### config.mk
export PLATFORM = sky130hd
export DESIGN_NAME = stream_mark_router
export DESIGN_NICKNAME = d
export VERILOG_FILES = /design/src/rtl/smr_pkg.sv /design/src/rtl/smr_rst_sync.sv /design/src/rtl/smr_seq.sv /design/src/rtl/smr_bank.sv /design/src/rtl/smr_route.sv /design/src/rtl/stream_mark_router.sv
export SDC_FILE = /design/constraint.sdc
export NUM_CORES = 1
export LEC_CHECK = 0
export ABC_AREA = 1
export BUFFER_PORTS_ARGS = -buffer_cell sky130_fd_sc_hd__buf_2
export CAP_MARGIN = 0
export CORE_MARGIN = 3
export CORE_UTILIZATION = 44
export DETAILED_ROUTE_END_ITERATION = 10
export PLACE_DENSITY = 0.84
export SLEW_MARGIN = 5
export SYNTH_ARGS = -nofsm -noshare
export SYNTH_HDL_FRONTEND = slang
export SYNTH_SLANG_ARGS = --single-unit
### constraint.sdc
create_clock -name clk -period 2.8 [get_ports clk]
set_clock_uncertainty 0.05 [all_clocks]
set_input_delay 0.14 -clock clk [delete_from_list [all_inputs] [get_ports clk]]
set_output_delay 0.14 -clock clk [all_outputs]
set_load 0.02 [all_outputs]
### src/rtl/smr_pkg.sv
package smr_pkg;

  typedef enum logic [1:0] {
    ST_PIX   = 2'd0,
    ST_LMARK = 2'd1,
    ST_FMARK = 2'd2
  } smr_state_e;

  localparam logic [15:0] SMR_LINE_MARK  = 16'hFF00;
  localparam logic [15:0] SMR_FRAME_MARK = 16'hFF01;
  localparam logic [15:0] SMR_CLIP_WORD  = 16'hFEFF;

endpackage

### src/rtl/smr_rst_sync.sv
module smr_rst_sync (
  input  logic clk,
  input  logic arst_n,
  output logic srst_n
);
  logic [1:0] sync_q;

  always_ff @(posedge clk or negedge arst_n) begin
    if (!arst_n) begin
      sync_q <= 2'b00;
    end else begin
      sync_q <= {sync_q[0], 1'b1};
    end
  end

  assign srst_n = sync_q[1];
endmodule

### src/rtl/smr_seq.sv
module smr_seq
  import smr_pkg::*;
#(
  parameter int          DW         = 16,
  parameter logic [DW-1:0] LINE_MARK  = SMR_LINE_MARK,
  parameter logic [DW-1:0] FRAME_MARK = SMR_FRAME_MARK,
  parameter logic [DW-1:0] CLIP_WORD  = SMR_CLIP_WORD
) (
  input  logic          clk,
  input  logic          rst_n,
  input  logic          in_vld_i,
  input  logic [DW-1:0] in_data_i,
  input  logic          in_eol_i,
  input  logic          in_eof_i,
  output logic          in_rdy_o,
  input  logic          bank_cur_i,
  output logic          frame_open_o,
  output logic          out_vld_o,
  output logic [DW-1:0] out_word_o,
  output logic          out_bank_o
);

  smr_state_e    state_q, state_d;
  logic          open_q, open_d;
  logic          pend_q, pend_d;
  logic          vld_q, vld_d;
  logic [DW-1:0] word_q, word_d;
  logic          bank_q, bank_d;
  logic [DW-1:0] clipped;

  always_comb begin
    if (in_data_i == LINE_MARK || in_data_i == FRAME_MARK) begin
      clipped = CLIP_WORD;
    end else begin
      clipped = in_data_i;
    end
  end

  assign in_rdy_o = (state_q == ST_PIX);

  always_comb begin
    state_d = state_q;
    open_d  = open_q;
    pend_d  = pend_q;
    vld_d   = 1'b0;
    word_d  = '0;
    bank_d  = bank_cur_i;
    unique case (state_q)
      ST_PIX: begin
        if (in_vld_i) begin
          vld_d  = 1'b1;
          word_d = clipped;
          open_d = 1'b1;
          if (in_eol_i || in_eof_i) begin
            state_d = ST_LMARK;
            pend_d  = in_eof_i;
          end
        end
      end
      ST_LMARK: begin
        vld_d   = 1'b1;
        word_d  = LINE_MARK;
        state_d = pend_q ? ST_FMARK : ST_PIX;
      end
      ST_FMARK: begin
        vld_d   = 1'b1;
        word_d  = FRAME_MARK;
        state_d = ST_PIX;
        open_d  = 1'b0;
        pend_d  = 1'b0;
      end
      default: begin
        state_d = ST_PIX;
      end
    endcase
  end

  always_ff @(posedge clk or negedge rst_n) begin
    if (!rst_n) begin
      state_q <= ST_PIX;
      open_q  <= 1'b0;
      pend_q  <= 1'b0;
      vld_q   <= 1'b0;
      word_q  <= '0;
      bank_q  <= 1'b0;
    end else begin
      state_q <= state_d;
      open_q  <= open_d;
      pend_q  <= pend_d;
      vld_q   <= vld_d;
      if (vld_d) begin
        word_q <= word_d;
        bank_q <= bank_d;
      end
    end
  end

  assign frame_open_o = open_q;
  assign out_vld_o    = vld_q;
  assign out_word_o   = word_q;
  assign out_bank_o   = bank_q;

endmodule

### src/rtl/smr_bank.sv
module smr_bank (
  input  logic clk,
  input  logic rst_n,
  input  logic sel_i,
  input  logic hold_i,
  output logic bank_cur_o,
  output logic bank_q_o
);
  logic bank_q;

  assign bank_cur_o = hold_i ? bank_q : sel_i;

  always_ff @(posedge clk or negedge rst_n) begin
    if (!rst_n) begin
      bank_q <= 1'b0;
    end else if (!hold_i) begin
      bank_q <= sel_i;
    end
  end

  assign bank_q_o = bank_q;
endmodule

### src/rtl/smr_route.sv
module smr_route #(
  parameter int DW = 16
) (
  input  logic          wr_vld_i,
  input  logic [DW-1:0] wr_word_i,
  input  logic          wr_bank_i,
  input  logic          rd_bank_i,
  input  logic [DW-1:0] rd1_i,
  input  logic [DW-1:0] rd2_i,
  output logic          we1_o,
  output logic [DW-1:0] wd1_o,
  output logic          we2_o,
  output logic [DW-1:0] wd2_o,
  output logic [DW-1:0] cons_o
);
  localparam int NPORT = 2;

  logic [NPORT-1:0] we_vec;

  for (genvar g = 0; g < NPORT; g++) begin : g_port
    localparam logic MY_SEL = (g == 0) ? 1'b1 : 1'b0;
    assign we_vec[g] = wr_vld_i && (wr_bank_i == MY_SEL);
  end

  assign we1_o  = we_vec[0];
  assign we2_o  = we_vec[1];
  assign wd1_o  = wr_word_i;
  assign wd2_o  = wr_word_i;
  assign cons_o = rd_bank_i ? rd2_i : rd1_i;
endmodule

### src/rtl/stream_mark_router.sv
module stream_mark_router
  import smr_pkg::*;
#(
  parameter int            DW         = 16,
  parameter logic [DW-1:0] LINE_MARK  = SMR_LINE_MARK,
  parameter logic [DW-1:0] FRAME_MARK = SMR_FRAME_MARK,
  parameter logic [DW-1:0] CLIP_WORD  = SMR_CLIP_WORD
) (
  input  logic          clk,
  input  logic          rst_n,
  input  logic          pix_vld_i,
  input  logic [DW-1:0] pix_data_i,
  input  logic          pix_eol_i,
  input  logic          pix_eof_i,
  output logic          pix_rdy_o,
  input  logic          bank_sel_i,
  output logic          m1_we_o,
  output logic [DW-1:0] m1_wdata_o,
  output logic          m2_we_o,
  output logic [DW-1:0] m2_wdata_o,
  input  logic [DW-1:0] m1_rdata_i,
  input  logic [DW-1:0] m2_rdata_i,
  output logic [DW-1:0] cons_data_o
);

  logic          srst_n;
  logic          frame_open;
  logic          bank_cur;
  logic          bank_held;
  logic          out_vld;
  logic [DW-1:0] out_word;
  logic          out_bank;

  smr_rst_sync u_rst (
    .clk    (clk),
    .arst_n (rst_n),
    .srst_n (srst_n)
  );

  smr_bank u_bank (
    .clk        (clk),
    .rst_n      (srst_n),
    .sel_i      (bank_sel_i),
    .hold_i     (frame_open),
    .bank_cur_o (bank_cur),
    .bank_q_o   (bank_held)
  );

  smr_seq #(
    .DW         (DW),
    .LINE_MARK  (LINE_MARK),
    .FRAME_MARK (FRAME_MARK),
    .CLIP_WORD  (CLIP_WORD)
  ) u_seq (
    .clk          (clk),
    .rst_n        (srst_n),
    .in_vld_i     (pix_vld_i),
    .in_data_i    (pix_data_i),
    .in_eol_i     (pix_eol_i),
    .in_eof_i     (pix_eof_i),
    .in_rdy_o     (pix_rdy_o),
    .bank_cur_i   (bank_cur),
    .frame_open_o (frame_open),
    .out_vld_o    (out_vld),
    .out_word_o   (out_word),
    .out_bank_o   (out_bank)
  );

  smr_route #(.DW(DW)) u_route (
    .wr_vld_i  (out_vld),
    .wr_word_i (out_word),
    .wr_bank_i (out_bank),
    .rd_bank_i (bank_held),
    .rd1_i     (m1_rdata_i),
    .rd2_i     (m2_rdata_i),
    .we1_o     (m1_we_o),
    .wd1_o     (m1_wdata_o),
    .we2_o     (m2_we_o),
    .wd2_o     (m2_wdata_o),
    .cons_o    (cons_data_o)
  );

endmodule

Word-level counts from Yosys, hierarchy flattened
Index checks and enable logic that the tools add are counted.
{"block": "totals", "out_inout_bits": 51, "in_bits": 54, "elab_cells": 41, "regBits": 25}
{"block": "classes", "mux": 16, "n_reduce_logical": 10, "n_bitwise": 1, "eq_ne": 6}
{"cell": "16-bit 2-to-1 mux", "count": 3}
{"cell": "16-bit case mux with 3 select lines", "count": 1}
{"cell": "16-bit equality test, second input constant", "count": 2}
{"cell": "2-bit 2-to-1 mux", "count": 3}
{"cell": "1-bit case mux with 2 select lines", "count": 3}
{"cell": "1-bit 2-to-1 mux", "count": 5}
{"cell": "2-bit case mux with 2 select lines", "count": 1}
{"cell": "2-bit AND reduction", "count": 2}
{"cell": "3-bit AND reduction", "count": 1}
{"cell": "2-bit by 1-bit equality test with 1-bit output, second input constant", "count": 1}
{"cell": "2-bit equality test, second input constant", "count": 1}
{"cell": "1-bit logical AND", "count": 2}
{"cell": "2-bit zero test", "count": 1}
{"cell": "1-bit logical OR", "count": 2}
{"cell": "2-bit by 1-bit inequality test with 1-bit output, second input constant", "count": 1}
{"cell": "2-bit inequality test, second input constant", "count": 1}
{"cell": "2-bit nonzero test", "count": 1}
{"cell": "2-bit OR reduction", "count": 1}
{"cell": "1-bit NOT", "count": 1}

Depth between registers and ports, before layout
Gate-level depths: netlist of the first run.
{"block": "logic_depth", "ltp_word": 5, "mapped_depth": 9, "ltp_nobuf": 8}

By module
From an unflattened synthesis of the first run, not the netlist that was laid out.
{"block": "hier_totals", "cells_unflattened": 220, "hier_area_um2": 1686.6}
{"module": "smr_seq", "area_per_inst_um2": 1093.5, "seq_area_each_um2": 550.5, "n_inst": 1, "cells_each": 124}
{"module": "smr_route", "area_per_inst_um2": 499.2, "seq_area_each_um2": 0.0, "n_inst": 1, "cells_each": 88}
{"module": "smr_rst_sync", "area_per_inst_um2": 53.8, "seq_area_each_um2": 50.0, "n_inst": 1, "cells_each": 3}
{"module": "smr_bank", "area_per_inst_um2": 40.0, "seq_area_each_um2": 25.0, "n_inst": 1, "cells_each": 5}

Worst setup path after synthesis of the first run
No wires, ideal clock.
{"block": "synth_path", "kind": "register -> register", "startpoint": "register u_seq.state_q[1]", "endpoint": "register u_seq.word_q[0] (netlist: u_seq.out_word_o[0])", "t_required_ns": 2.628, "path_stages_with_launch": 10, "setup_time_ns": 0.122, "synth_period_minus_slack_ns": 1.596, "n_path_buf": 1, "path_slack_ns": 1.204, "t_arrival_ns": 1.424, "cell_sequence": "dfrtp_1 inv_1 ha_1 nand2_2 inv_2 o21bai_4 inv_2 buf_6 nor2_1 a21oi_1"}
{"block": "synth_between", "word_cells_on_any_way": 6, "classes_between": "eq/ne: 2; mux: 2; reduce/logical: 2"}
{"item": "start, declared", "line_no": "smr_seq.sv:23", "text": "smr_state_e state_q, state_d;"}
{"item": "start signal, assigned", "line_no": "smr_seq.sv:87", "text": "state_q <= state_d;"}
{"item": "2-bit zero test"}
{"item": "named net pix_rdy_o", "line_no": "stream_mark_router.sv:15", "text": "output logic pix_rdy_o,"}
{"item": "1-bit case mux with 2 select lines", "line_no": "smr_seq.sv:48", "text": "unique case (state_q)"}
{"item": "named net u_seq.vld_d", "line_no": "smr_seq.sv:26", "text": "logic vld_q, vld_d;"}
{"item": "end signal, assigned", "line_no": "smr_seq.sv:92", "text": "word_q <= word_d;"}
{"item": "end, declared", "line_no": "smr_seq.sv:27", "text": "logic [DW-1:0] word_q, word_d;"}
The timed path passes the listed nets, and every way through them passes these cells.
A chain may end at the register's enable or synchronous reset.

Final worst setup path of the first run
{"block": "layout_path", "startpoint": "register u_bank.bank_q (netlist: u_bank.bank_q_o)", "endpoint": "output cons_data_o[11]"}
{"block": "layout_between", "elab_chain_cells": 1}
{"item": "start, declared", "line_no": "smr_bank.sv:9", "text": "logic bank_q;"}
{"item": "start signal, assigned", "line_no": "smr_bank.sv:17", "text": "bank_q <= sel_i;"}
{"item": "16-bit 2-to-1 mux", "line_no": "smr_route.sv:29", "text": "assign cons_o = rd_bank_i ? rd2_i : rd1_i;"}
{"item": "end, declared", "line_no": "stream_mark_router.sv:23", "text": "output logic [DW-1:0] cons_data_o"}
Every way passes these cells.

==> out/qor.yml, run 1 <==
outcome:
  status: "complete, no violations"
place:
  pre_cts_ws_ns: 1.07
  dp_hpwl_um: 3020
  gp_congestion: 0.842
  portBuffers: 104
critical_path:
  cp_slowest_stage_delay_ns: 0.75
  cp_top_family: "flip-flops"
  r2r_start: "u_seq.state_q[1]$_DFFE_PN0P_"
  critPathArrivalTime_ns: 1.64
  path_class: "reg -> out"
  reg2reg_setup_slack_ns: 1.06
  crit_path_end_kind: "output port"
  cp_slowest_cell: "dfrtp_1"
  crit_buf_inv: 1
  crit_required_ns: 2.61
  cp_max_fo: 17
  reg2regPathDepth: 6
  r2r_end: "u_seq.out_word_o[12]$_DFFE_PN0P_"
  crit_path_start_kind: "flop"
  crit_chain: "mux2_2, buf_2"
sta:
  fmax_mhz: 546
  setup_tns_ns: 0
  worst_slew_pin_slew_ns: 0.894
  finalMaxSlewViolations: 0
  min_period_ns: 1.83
  setup_violations: 0
  timing.final.ws_setup_ns: 0.968
  holdWs_ns: 0.0279
  finalHoldViolCount: 0
  fin_crit_sh: 0.654
  slew_headroom: 0.404
  rsz0062_at_grt: "no"
global_routing:
  grt_max_degree: 24
  overflow: 0
  grt_first_pass_wirelength_um: 5640
  grtUsageTotal: 0.173
  grt_pass1_vias: 1294
  antenna_found_initial: 0
floorplanning:
  die_width_um: 64.1
  core_area_um2: 3130
  die_y_um: 64.1
  rows: 20
  pin_count: 105
  die-area_um2: 4100
  initial_core_util: 0.474
power_and_ir_drop:
  irDropWorstVdd_v: 0.000535
  p_leak_uw: 0.00103
  power_frac_comb: 0.606
  intPower_uw: 1010
  seqPwrFrac: 0.319
  power_frac_clock: 0.075
  power_switching_uw: 1020
  switching_share: 0.502
  powerDensity_nw_per_um2: 1040
clock_tree:
  root_buffer: "clkbuf_4"
  cts.sinks: 25
  cts_tree: "yes"
  htree_levels: 1
  clock_path_buffers: 2
  post_cts.repair.setup_buffers: 0
  insertion_delay_ns: 0.30
  hold_buffers: 1
  cts_resized: 0
  cts_buffers: 3
  cts.clk_slew.worst_paths_ns: 0.13
detailed_routing:
  firstDrtPassIters: 4
  drt_iter0_markers: 44
  finalWirelength_um: 3610
  ant_nets: 0
  viasPerCell: 4.69
  drc: 0
  num_vias: 1412
  wl_per_cell_um: 12.0
final_layout:
  drive_gt1_frac: 0.510
  final_common_cell: "buf_2"
  layout_common_cells: "104 x buf_2, 25 x dfrtp_1, 23 x nor2_1, 22 x nand2_1, 17 x mux2_2"
  seq_area_um2: 626
  nFillCells: 288
  n_antenna_cell: 0
  syn_to_final_growth_pct: 32.3
  fin_nets: 316
  multiInputGateArea_um2: 642
  final_util: 0.627
hold_path:
  hp-start: "pix_data_i[13]"
  hold_class: "in -> reg"
  whs_path_depth: 3
  holdPathEnd: "u_seq.out_word_o[13]$_DFFE_PN0P_"
synth:
  synth-seq-cells: 25
  seq_area_frac_synth: 0.422
  syn-cell-area_um2: 1480
  synth_warnings: 0
  synth_cell_types: 20
  syn-num-nets: 224
  synthCells: 166
  syn_avg_cell_area_um2: 8.93
  synthAdderAreaFrac: 0.0338
  synth_top_family_by_area: "simple AND/OR/NAND/NOR gates"
  synthSimpleGateAreaFrac: 0.171
  synthMuxAreaShare: 0.129
  synth_xor_area_frac: 0
  synth_compound_area_frac: 0.0962
flow_run:
  cap_violations: 0
## power groups by stage
stage                     sequential, uW  clock, uW  combinational (uW)
after global placement               655          0                1220
after floorplan                      716          0                 954
after global routing                 678        181                1340
after CTS                            653        160                1250
final                                649        154                1230
after detailed placement             659          0                1240
## worst max path at each step
stage	to	slack, ns	from	depth (start not counted)
after global placement	u_seq.out_word_o[12]$_DFFE_PN0P_	1.14	u_seq.state_q[1]$_DFFE_PN0P_	6
after global routing	cons_data_o[11]	0.85	u_bank.bank_q_o$_DFF_PN0_	2
after detailed placement	u_seq.out_word_o[12]$_DFFE_PN0P_	1.07	u_seq.state_q[0]$_DFFE_PN0P_	6
final	cons_data_o[11]	0.97	u_bank.bank_q_o$_DFF_PN0_	2
after floorplan	u_seq.out_word_o[0]$_DFFE_PN0P_	1.20	u_seq.state_q[1]$_DFFE_PN0P_	9
after CTS	cons_data_o[11]	0.93	u_bank.bank_q_o$_DFF_PN0_	2
## metrics by stage
| step | power [uW] | cell area, um^2 | instances |
|---|---|---|---|
| final | 2040 | 1960 | 301 |
| after global routing | 2200 | 1960 | 301 |
| after CTS | 2060 | 1930 | 298 |
| after detailed placement | 1900 | 1900 | 293 |
| after global placement | 1870 | 1900 | 293 |
| after floorplan | 1670 | 1480 | 166 |
## Yosys cell counts
| master | number | share of area |
|---|---|---|
| nor2_4 | 2 | 0.015 |
| nand3_1 | 3 | 0.010 |
| o2bb2ai_1 | 1 | 0.0059 |
| a21oi_1 | 11 | 0.037 |
| conb_1 | 1 | 0.0025 |
| o21bai_4 | 1 | 0.013 |
| nand2_1 | 22 | 0.056 |
| o21ai_0 | 12 | 0.041 |
| dfrtp_1 | 25 | 0.42 |
| mux2_2 | 17 | 0.13 |
| inv_1 | 12 | 0.030 |
| nor3_1 | 7 | 0.024 |
| nand2_2 | 1 | 0.0042 |
| buf_2 | 1 | 0.0034 |
| nor2_1 | 23 | 0.058 |
| inv_2 | 2 | 0.0051 |
| buf_6 | 2 | 0.015 |
| nor2_2 | 1 | 0.0042 |
| ha_1 | 4 | 0.034 |
| buf_4 | 18 | 0.091 |
## tightest hold or removal path: cells and delay by family
kind                   cells  cell delay (ns)
buffers and inverters      1             0.09
and+or+nand+nor            2             0.13
## state kept, by name, summed over array words and instances, names as in the netlist
signal	flops
u_seq.state_q	2
u_seq.frame_open_o	1
u_seq.pend_q	1
u_seq.out_bank_o	1
u_seq.out_vld_o	1
u_seq.out_word_o	16
u_bank.bank_q_o	1
u_rst.sync_q	2
## per-layer routing
layer	vias to the layer above	GRT usage	wire length, um
li1	700	-	-
met1	636	0.179	1330
met2	74	0.328	1900
met3	2	0.0580	362
met4	0	0.0458	17
met5	-	0	0
## layout make-up
class,count,share of cell area
Sequential cell,25,0.319
Clock buffer,4,0.0134
Tap cell,44,0.0281
Multi-Input combinational cell,106,0.327
Timing Repair Buffer,108,0.286
Inverter,14,0.0268
## kinds of logic after synthesis
| family | count (synthesis) |
|---|---|
| adder cells (fa/ha/maj) | 4 |
| buffers and inverters | 35 |
| multiplexers | 17 |
| AND/OR/NAND/NOR | 59 |
| other | 1 |
| AO/OA/AOI/OAI | 25 |
| flip-flops | 25 |
No activity file was read; power rests on OpenSTA's default activity.
==> inputs of run 2 (changes only) <==
ABC_AREA = 0   (was 1)
CORE_UTILIZATION = 41   (was 44)
PLACE_DENSITY = 0.79   (was 0.84)
clock period = 1.75 ns   (was 2.8 ns; I/O delays follow)
==> out/qor.yml, run 2 <==
outcome:
  status: "complete, no violations"
final_layout:
  largest_reg_flops: 16  # unchanged
  final_common_cell: "buf_2"
  fin_nets: 302  # -4.4%
  nFillCells: 285  # -1.0%
  layout_common_cells: "104 x buf_2, 24 x dfrtp_1, 17 x mux2_2, 17 x dlygate4sd3_1"
  n_antenna_cell: 0  # unchanged
  instances_no_fill: 289  # -4.0%
  drive_gt1_frac: 0.584  # +0.0746
  syn_to_final_growth_pct: 44.9
clock_tree:
  cts.sinks: 25  # unchanged
  cts.clk_slew.worst_paths_ns: 0.13  # about the same
  root_buffer: "clkbuf_4"
  cts_buffers: 3  # unchanged
  clock_path_buffers: 2  # unchanged
  htree_levels: 1  # unchanged
  insertion_delay_ns: 0.32  # +0.02 ns
  cts_tree: "yes"
synth:
  yosys-top-cells-count: "25 x dfrtp_1, 18 x buf_4, 17 x mux2_2"
  synth.most_common_cell: "dfrtp_1"
  synth_top_area_share: 0.418  # -0.00353
  synth_top_family_by_area: "multiplexers"
  syn-cell-area_um2: 1500  # +0.84%
  synth_cell_types: 36  # +80%
  yosys.area.top_type: "dfrtp_1"
  synth_edf_count: 0  # unchanged
  synth-seq-cells: 25  # unchanged
  synthAdderAreaFrac: 0.0335  # -0.000282
  synthCells: 134  # -19%
  synth_warnings: 0  # unchanged
  yosys_most_used_dff: "dfrtp_1"
  syn_avg_cell_area_um2: 11.2  # +25%
  synthSimpleGateAreaFrac: 0.120  # -0.0516
  synth_compound_area_frac: 0.146  # +0.0494
  syn-num-nets: 192  # -14%
  synthTopCellsByArea: "dfrtp_1 42%, mux2_2 13%, buf_4 9.0%, o22a_1 4.1%, o211ai_1 3.5%"
  synth_xor_area_frac: 0  # unchanged
  seq_area_frac_synth: 0.418  # -0.00353
  synthMuxAreaShare: 0.151  # +0.0224
  synthArstFlopShare: 1.00  # unchanged
sta:
  rsz0062_at_grt: "no"
  finalMaxSlewViolations: 0  # unchanged
  min_period_ns: 1.67
  setup_tns_ns: 0  # unchanged
  holdWs_ns: 0.0455  # +0.0176 ns
  fin_crit_sh: 0.953
  fmax_mhz: 600
  finalHoldViolCount: 0  # unchanged
  setup_violations: 0  # unchanged
critical_path:
  cp_top_family: "flip-flops"
  crit_path_end_kind: "flop"
  cp_slowest_cell: "dfrtp_1"
  path_class: "reg -> reg"
  cp_max_fo: 10  # -7
  crit_chain: "inv_1, ha_4, a21oi_4, or2_4, inv_4, mux2_4"
  reg2regPathDepth: 6  # unchanged
  reg2reg_setup_slack_ns: 0.08  # -0.98 ns
  crit_buf_inv: 2  # +1
  r2r_end: "u_seq.out_bank_o$_DFFE_PN0P_"
  r2r_start: "u_seq.state_q[1]$_DFFE_PN0P_"
  crit_path_start_kind: "flop"
  cp_slowest_stage_delay_ns: 0.42  # -0.33 ns
  critPathArrivalTime_ns: 1.84  # +0.20 ns
  crit_required_ns: 1.92  # -0.69 ns
floorplanning:
  rows: 21  # +5.0%
  die_width_um: 66.4  # +3.7%
  die-area_um2: 4410  # +7.4%
  pin_count: 105  # unchanged
  initial_core_util: 0.438  # -0.0363
  core_area_um2: 3420  # +9.2%
  die_y_um: 66.4  # +3.7%
detailed_routing:
  finalWirelength_um: 4060  # +12%
  viasPerCell: 4.93  # +5.1%
  drt_iter0_markers: 50  # +14%
  num_vias: 1425  # +0.92%
  firstDrtPassIters: 4  # unchanged
  drc: 0  # unchanged
  wl_per_cell_um: 14.0  # +17%
  ant_nets: 0  # unchanged
global_routing:
  grtUsageTotal: 0.193  # +0.0199
  grt_first_pass_wirelength_um: 6320  # +12%
  grt_max_degree: 24  # unchanged
  overflow: 0  # unchanged
  grt_pass1_vias: 1364  # +5.4%
  antenna_found_initial: 0  # unchanged
hold_path:
  hp-start: "pix_eof_i"
  whs_path_depth: 3  # unchanged
  holdPathEnd: "u_seq.pend_q$_DFFE_PN0P_"
  hold_class: "in -> reg"
power_and_ir_drop:
  totalPowerFinal_uw: 3500  # +72%
  powerDensity_nw_per_um2: 1610  # +56%
  irDropWorstVdd_v: 0.00128  # +140%
  p_leak_uw: 0.00107  # +3.4%
place:
  dp.cells: 267  # -8.9%
  dp_hpwl_um: 3150  # +4.3%
  portBuffers: 104  # unchanged
  gp_congestion: 0.788  # -6.4%
flow_run:
  cap_violations: 0  # unchanged
==> run 2: what timing repair did <==
action                                  CTS  global route
gates cloned                              0             0
hold buffers                             17             0
endpoints found under the setup margin   16             1
pin swaps                                 0             0
endpoints found under the hold margin    17             0
buffers inserted                          0             1
resized for setup                         1             0
==> run 2: cell type report <==
| cell class | instances | area, um^2 | share of cell area |
|---|---|---|---|
| multi-input cells | 81 | 689 | 0.318 |
| clock buffers | 3 | 22.5 | 0.0104 |
| clock inverters | 1 | 5.00 | 0.00231 |
| well taps | 46 | 57.6 | 0.0266 |
| flip-flops and latches | 25 | 627 | 0.289 |
| inverters | 5 | 21.3 | 0.00982 |
| repair buffers | 128 | 743 | 0.343 |
==> run 2: worst max-delay path by stage <==
stage                                              end  cells after the start  slack (ns)                         start
final                     u_seq.out_bank_o$_DFFE_PN0P_                      6        0.08  u_seq.state_q[1]$_DFFE_PN0P_
after global routing      u_seq.out_bank_o$_DFFE_PN0P_                      6       0.001  u_seq.state_q[1]$_DFFE_PN0P_
after CTS                 u_seq.out_bank_o$_DFFE_PN0P_                      6        0.05  u_seq.state_q[0]$_DFFE_PN0P_
after detailed placement  u_seq.out_bank_o$_DFFE_PN0P_                      6        0.09  u_seq.state_q[0]$_DFFE_PN0P_
after global placement    u_seq.out_bank_o$_DFFE_PN0P_                      6        0.13  u_seq.state_q[1]$_DFFE_PN0P_
after floorplan           u_seq.out_bank_o$_DFFE_PN0P_                      7        0.04  u_seq.state_q[0]$_DFFE_PN0P_
==> run 2: worst register-to-register path, delay by kind of cell, from the launching register on <==
kind | cells | cell delay, ns
flip-flops | 1 | 0.42
buffers and inverters | 2 | 0.22
adder cells (fa/ha/maj) | 1 | 0.30
AO/OA/AOI/OAI | 1 | 0.03
AND/OR/NAND/NOR | 1 | 0.24
multiplexers | 1 | 0.30
==> run 2: where the power goes <==
| part | internal [uW] | total, uW | switching (uW) |
|---|---|---|---|
| sequential | 792 | 1000 | 208 |
| clock | 85.6 | 258 | 172 |
| combinational | 1000 | 2240 | 1240 |
| total | 1880 | 3500 | 1620 |
==> run 2: cells by family (layout without fill, tap and decap cells) <==
group                    count (synthesis)  in the layout
AND/OR/NAND/NOR                         27             27
multiplexers                            20             20
buffers and inverters                   28            137
adder cells (fa/ha/maj)                  4              4
flip-flops                              25             25
AO/OA/AOI/OAI                           29             29
other                                    1              1
==> run 2: metal layers <==
metal | routed length [um] | up-vias | global-route usage
met2 | 2260 | 73 | 0.384
met5 | 0 | - | 0
li1 | - | 684 | -
met4 | 55 | 0 | 0.0609
met3 | 350 | 6 | 0.0374
met1 | 1390 | 662 | 0.197
==> run 2: stage by stage <==
stage | instance area [um^2] | worst slack (ns) | utilization
after global placement | 1960 | 0.126 | 0.574
final | 2170 | 0.0821 | 0.634
after global routing | 2170 | 0.00134 | 0.634
after floorplan | 1510 | 0.0431 | -
after detailed placement | 1960 | 0.0931 | 0.574
after CTS | 2160 | 0.0539 | 0.632
==> inputs of run 3 (changes only) <==
ABC_AREA = 1   (was 0)
==> out/qor.yml, run 3 (synthesized netlist as in run 1, its figures left out) <==
detailed_routing:
  drc: 0  # unchanged
  wl_per_cell_um: 13.5  # -3.8%
  viasPerCell: 4.76  # -3.4%
  firstDrtPassIters: 5  # +1
  finalWirelength_um: 4380  # +7.9%
  num_vias: 1543  # +8.3%
  drt_iter0_markers: 52  # +4.0%
  ant_nets: 0  # unchanged
critical_path:
  reg2regPathDepth: 7  # +1
  crit_end: "cons_data_o[12]"
  crit_path_end_kind: "output port"
  cp_max_fo: 17  # +7
  crit_required_ns: 1.61  # -0.31 ns
  critPathLaunch: "u_bank.bank_q_o$_DFF_PN0_"
  r2r_end: "u_seq.out_word_o[13]$_DFFE_PN0P_"
  reg2reg_setup_slack_ns: 0.18  # +0.10 ns
  crit_path_start_kind: "flop"
  critPathArrivalTime_ns: 1.50  # -0.34 ns
  path_class: "reg -> out"
  r2r_start: "u_seq.state_q[0]$_DFFE_PN0P_"
place:
  gp_congestion: 0.873  # +11%
  portBuffers: 104  # unchanged
  dp_hpwl_um: 2910  # -7.6%
hold_path:
  hp-start: "pix_vld_i"
  hold_class: "in -> reg"
clock_tree:
  post_cts.repair.setup_buffers: 0  # unchanged
  cts_buffers: 3  # unchanged
  insertion_delay_ns: 0.32  # about the same
  root_buffer: "clkbuf_4"
  clock_path_buffers: 2  # unchanged
  cts.sinks: 25  # unchanged
  cts_tree: "yes"
  cts.clk_slew.worst_paths_ns: 0.15  # +0.02 ns
  htree_levels: 1  # unchanged
floorplanning:
  rows: 21  # unchanged
  die-area_um2: 4370  # -0.77%
  core_area_um2: 3420  # unchanged
  pin_count: 105  # unchanged
  die_width_um: 66.1  # -0.38%
  initial_core_util: 0.434  # -0.00366
  die_y_um: 66.1  # -0.38%
final_layout:
  seq_area_um2: 627  # unchanged
  largest_reg_flops: 16  # unchanged
  layout_common_cells: "104 x buf_2, 24 x dfrtp_1, 23 x nor2_1, 22 x nand2_1, 19 x dlygate4sd3_1"
  syn_to_final_growth_pct: 45.3
  final_common_cell: "buf_2"
  nFillCells: 290  # +1.8%
  multiInputGateArea_um2: 647  # -6.2%
  fin_nets: 334  # +11%
  drive_gt1_frac: 0.502  # -0.0825
sta:
  fmax_mhz: 611  # +2.0%
  holdWs_ns: 0.00512  # -0.0404 ns
  finalMaxSlewViolations: 0  # unchanged
  fin_crit_sh: 0.935  # -0.0185
  min_period_ns: 1.64  # -0.0323 ns
  rsz0062_at_grt: "no"
  setup_violations: 0  # unchanged
  finalHoldViolCount: 0  # unchanged
  setup_tns_ns: 0  # unchanged
global_routing:
  overflow: 0  # unchanged
  antenna_found_initial: 1  # +1
  grt_max_degree: 24  # unchanged
  grt_pass1_vias: 1548  # +13%
  grt_first_pass_wirelength_um: 6620  # +4.7%
  grtUsageTotal: 0.197  # +0.00393
outcome:
  status: "complete, no violations"
flow_run:
  cap_violations: 0  # unchanged
power_and_ir_drop:
  irDropWorstVdd_v: 0.000985  # -23%
  p_leak_uw: 0.00111  # +3.9%
  powerDensity_nw_per_um2: 1580  # -2.1%
==> run 3: cell count changes in the layout (fill, tap and decap cells not counted), sizes merged, moves of 4 or more <==
cell    change
a21oi      +10
o211ai      -7
nor2       +26
nor3        +7
nand2      +14
o22a        -7
buf         -4
inv         +9
==> run 3: report_power, final <==
part	internal (uW)	total (uW)	switching [uW]	leakage (uW)
combinational	799	2110	1310	0.000809
sequential	807	1030	221	0.000287
clock	87.9	268	180	0.0000140
total	1690	3410	1710	0.00111
==> run 3: layout make-up <==
type / instances / area share
tap: 46 / 0.0267
sequential: 25 / 0.291
antenna: 3 / 0.00348
timing repair buffer: 126 / 0.340
clock buffer: 3 / 0.0105
multi-input combinational: 106 / 0.300
clock inverter: 1 / 0.00348
inverter: 14 / 0.0244
==> run 3: how the worst min path moves through the flow <==
stage                                     endpoint  slack, ns  cells past startpoint
global route        u_seq.frame_open_o$_DFFE_PN0P_       0.03                      4
floorplan                u_rst.sync_q[0]$_DFF_PN0_      -0.26                      0
CTS                      u_rst.sync_q[1]$_DFF_PN0_      0.003                      2
finish              u_seq.frame_open_o$_DFFE_PN0P_      0.005                      4
detailed placement       u_rst.sync_q[1]$_DFF_PN0_      -0.18                      1
global placement         u_rst.sync_q[0]$_DFF_PN0_      -0.18                      1
==> run 3: metal layers <==
metal  track usage  wire length (um)  up-vias  part of all wire
li1              -                 -      739                 -
met1         0.204              1540      702              0.35
met2         0.362              2270       85              0.52
met3        0.0493               404       17             0.092
met4        0.0990               164        0             0.037
met5             0                 0        -                 0
==> run 3: worst max-delay path, stage by stage (launching register included) <==
cell     delay [ns]
dfrtp_2        0.61
mux2_2         0.39
buf_2          0.16
==> run 3: per-stage QoR <==
step	util	std cells	setup slack (ns)	area, um^2	power [uW]
2_1_floorplan	-	166	0.154	1480	2670
3_3_place_gp	0.562	298	0.248	1920	3060
3_5_place_dp	0.562	298	0.166	1920	3100
4_1_cts	0.624	320	0.105	2130	3400
5_1_grt	0.629	322	0.0408	2150	3670
6_report	0.631	324	0.114	2150	3410
==> run 3: what timing repair did <==
| action | in CTS | in global routing |
|---|---|---|
| endpoints found under the setup margin | 16 | 2 |
| gates resized for setup | 1 | 2 |
| hold buffers | 18 | 1 |
| hold endpoints to repair | 19 | 2 |
| cloned | 0 | 0 |
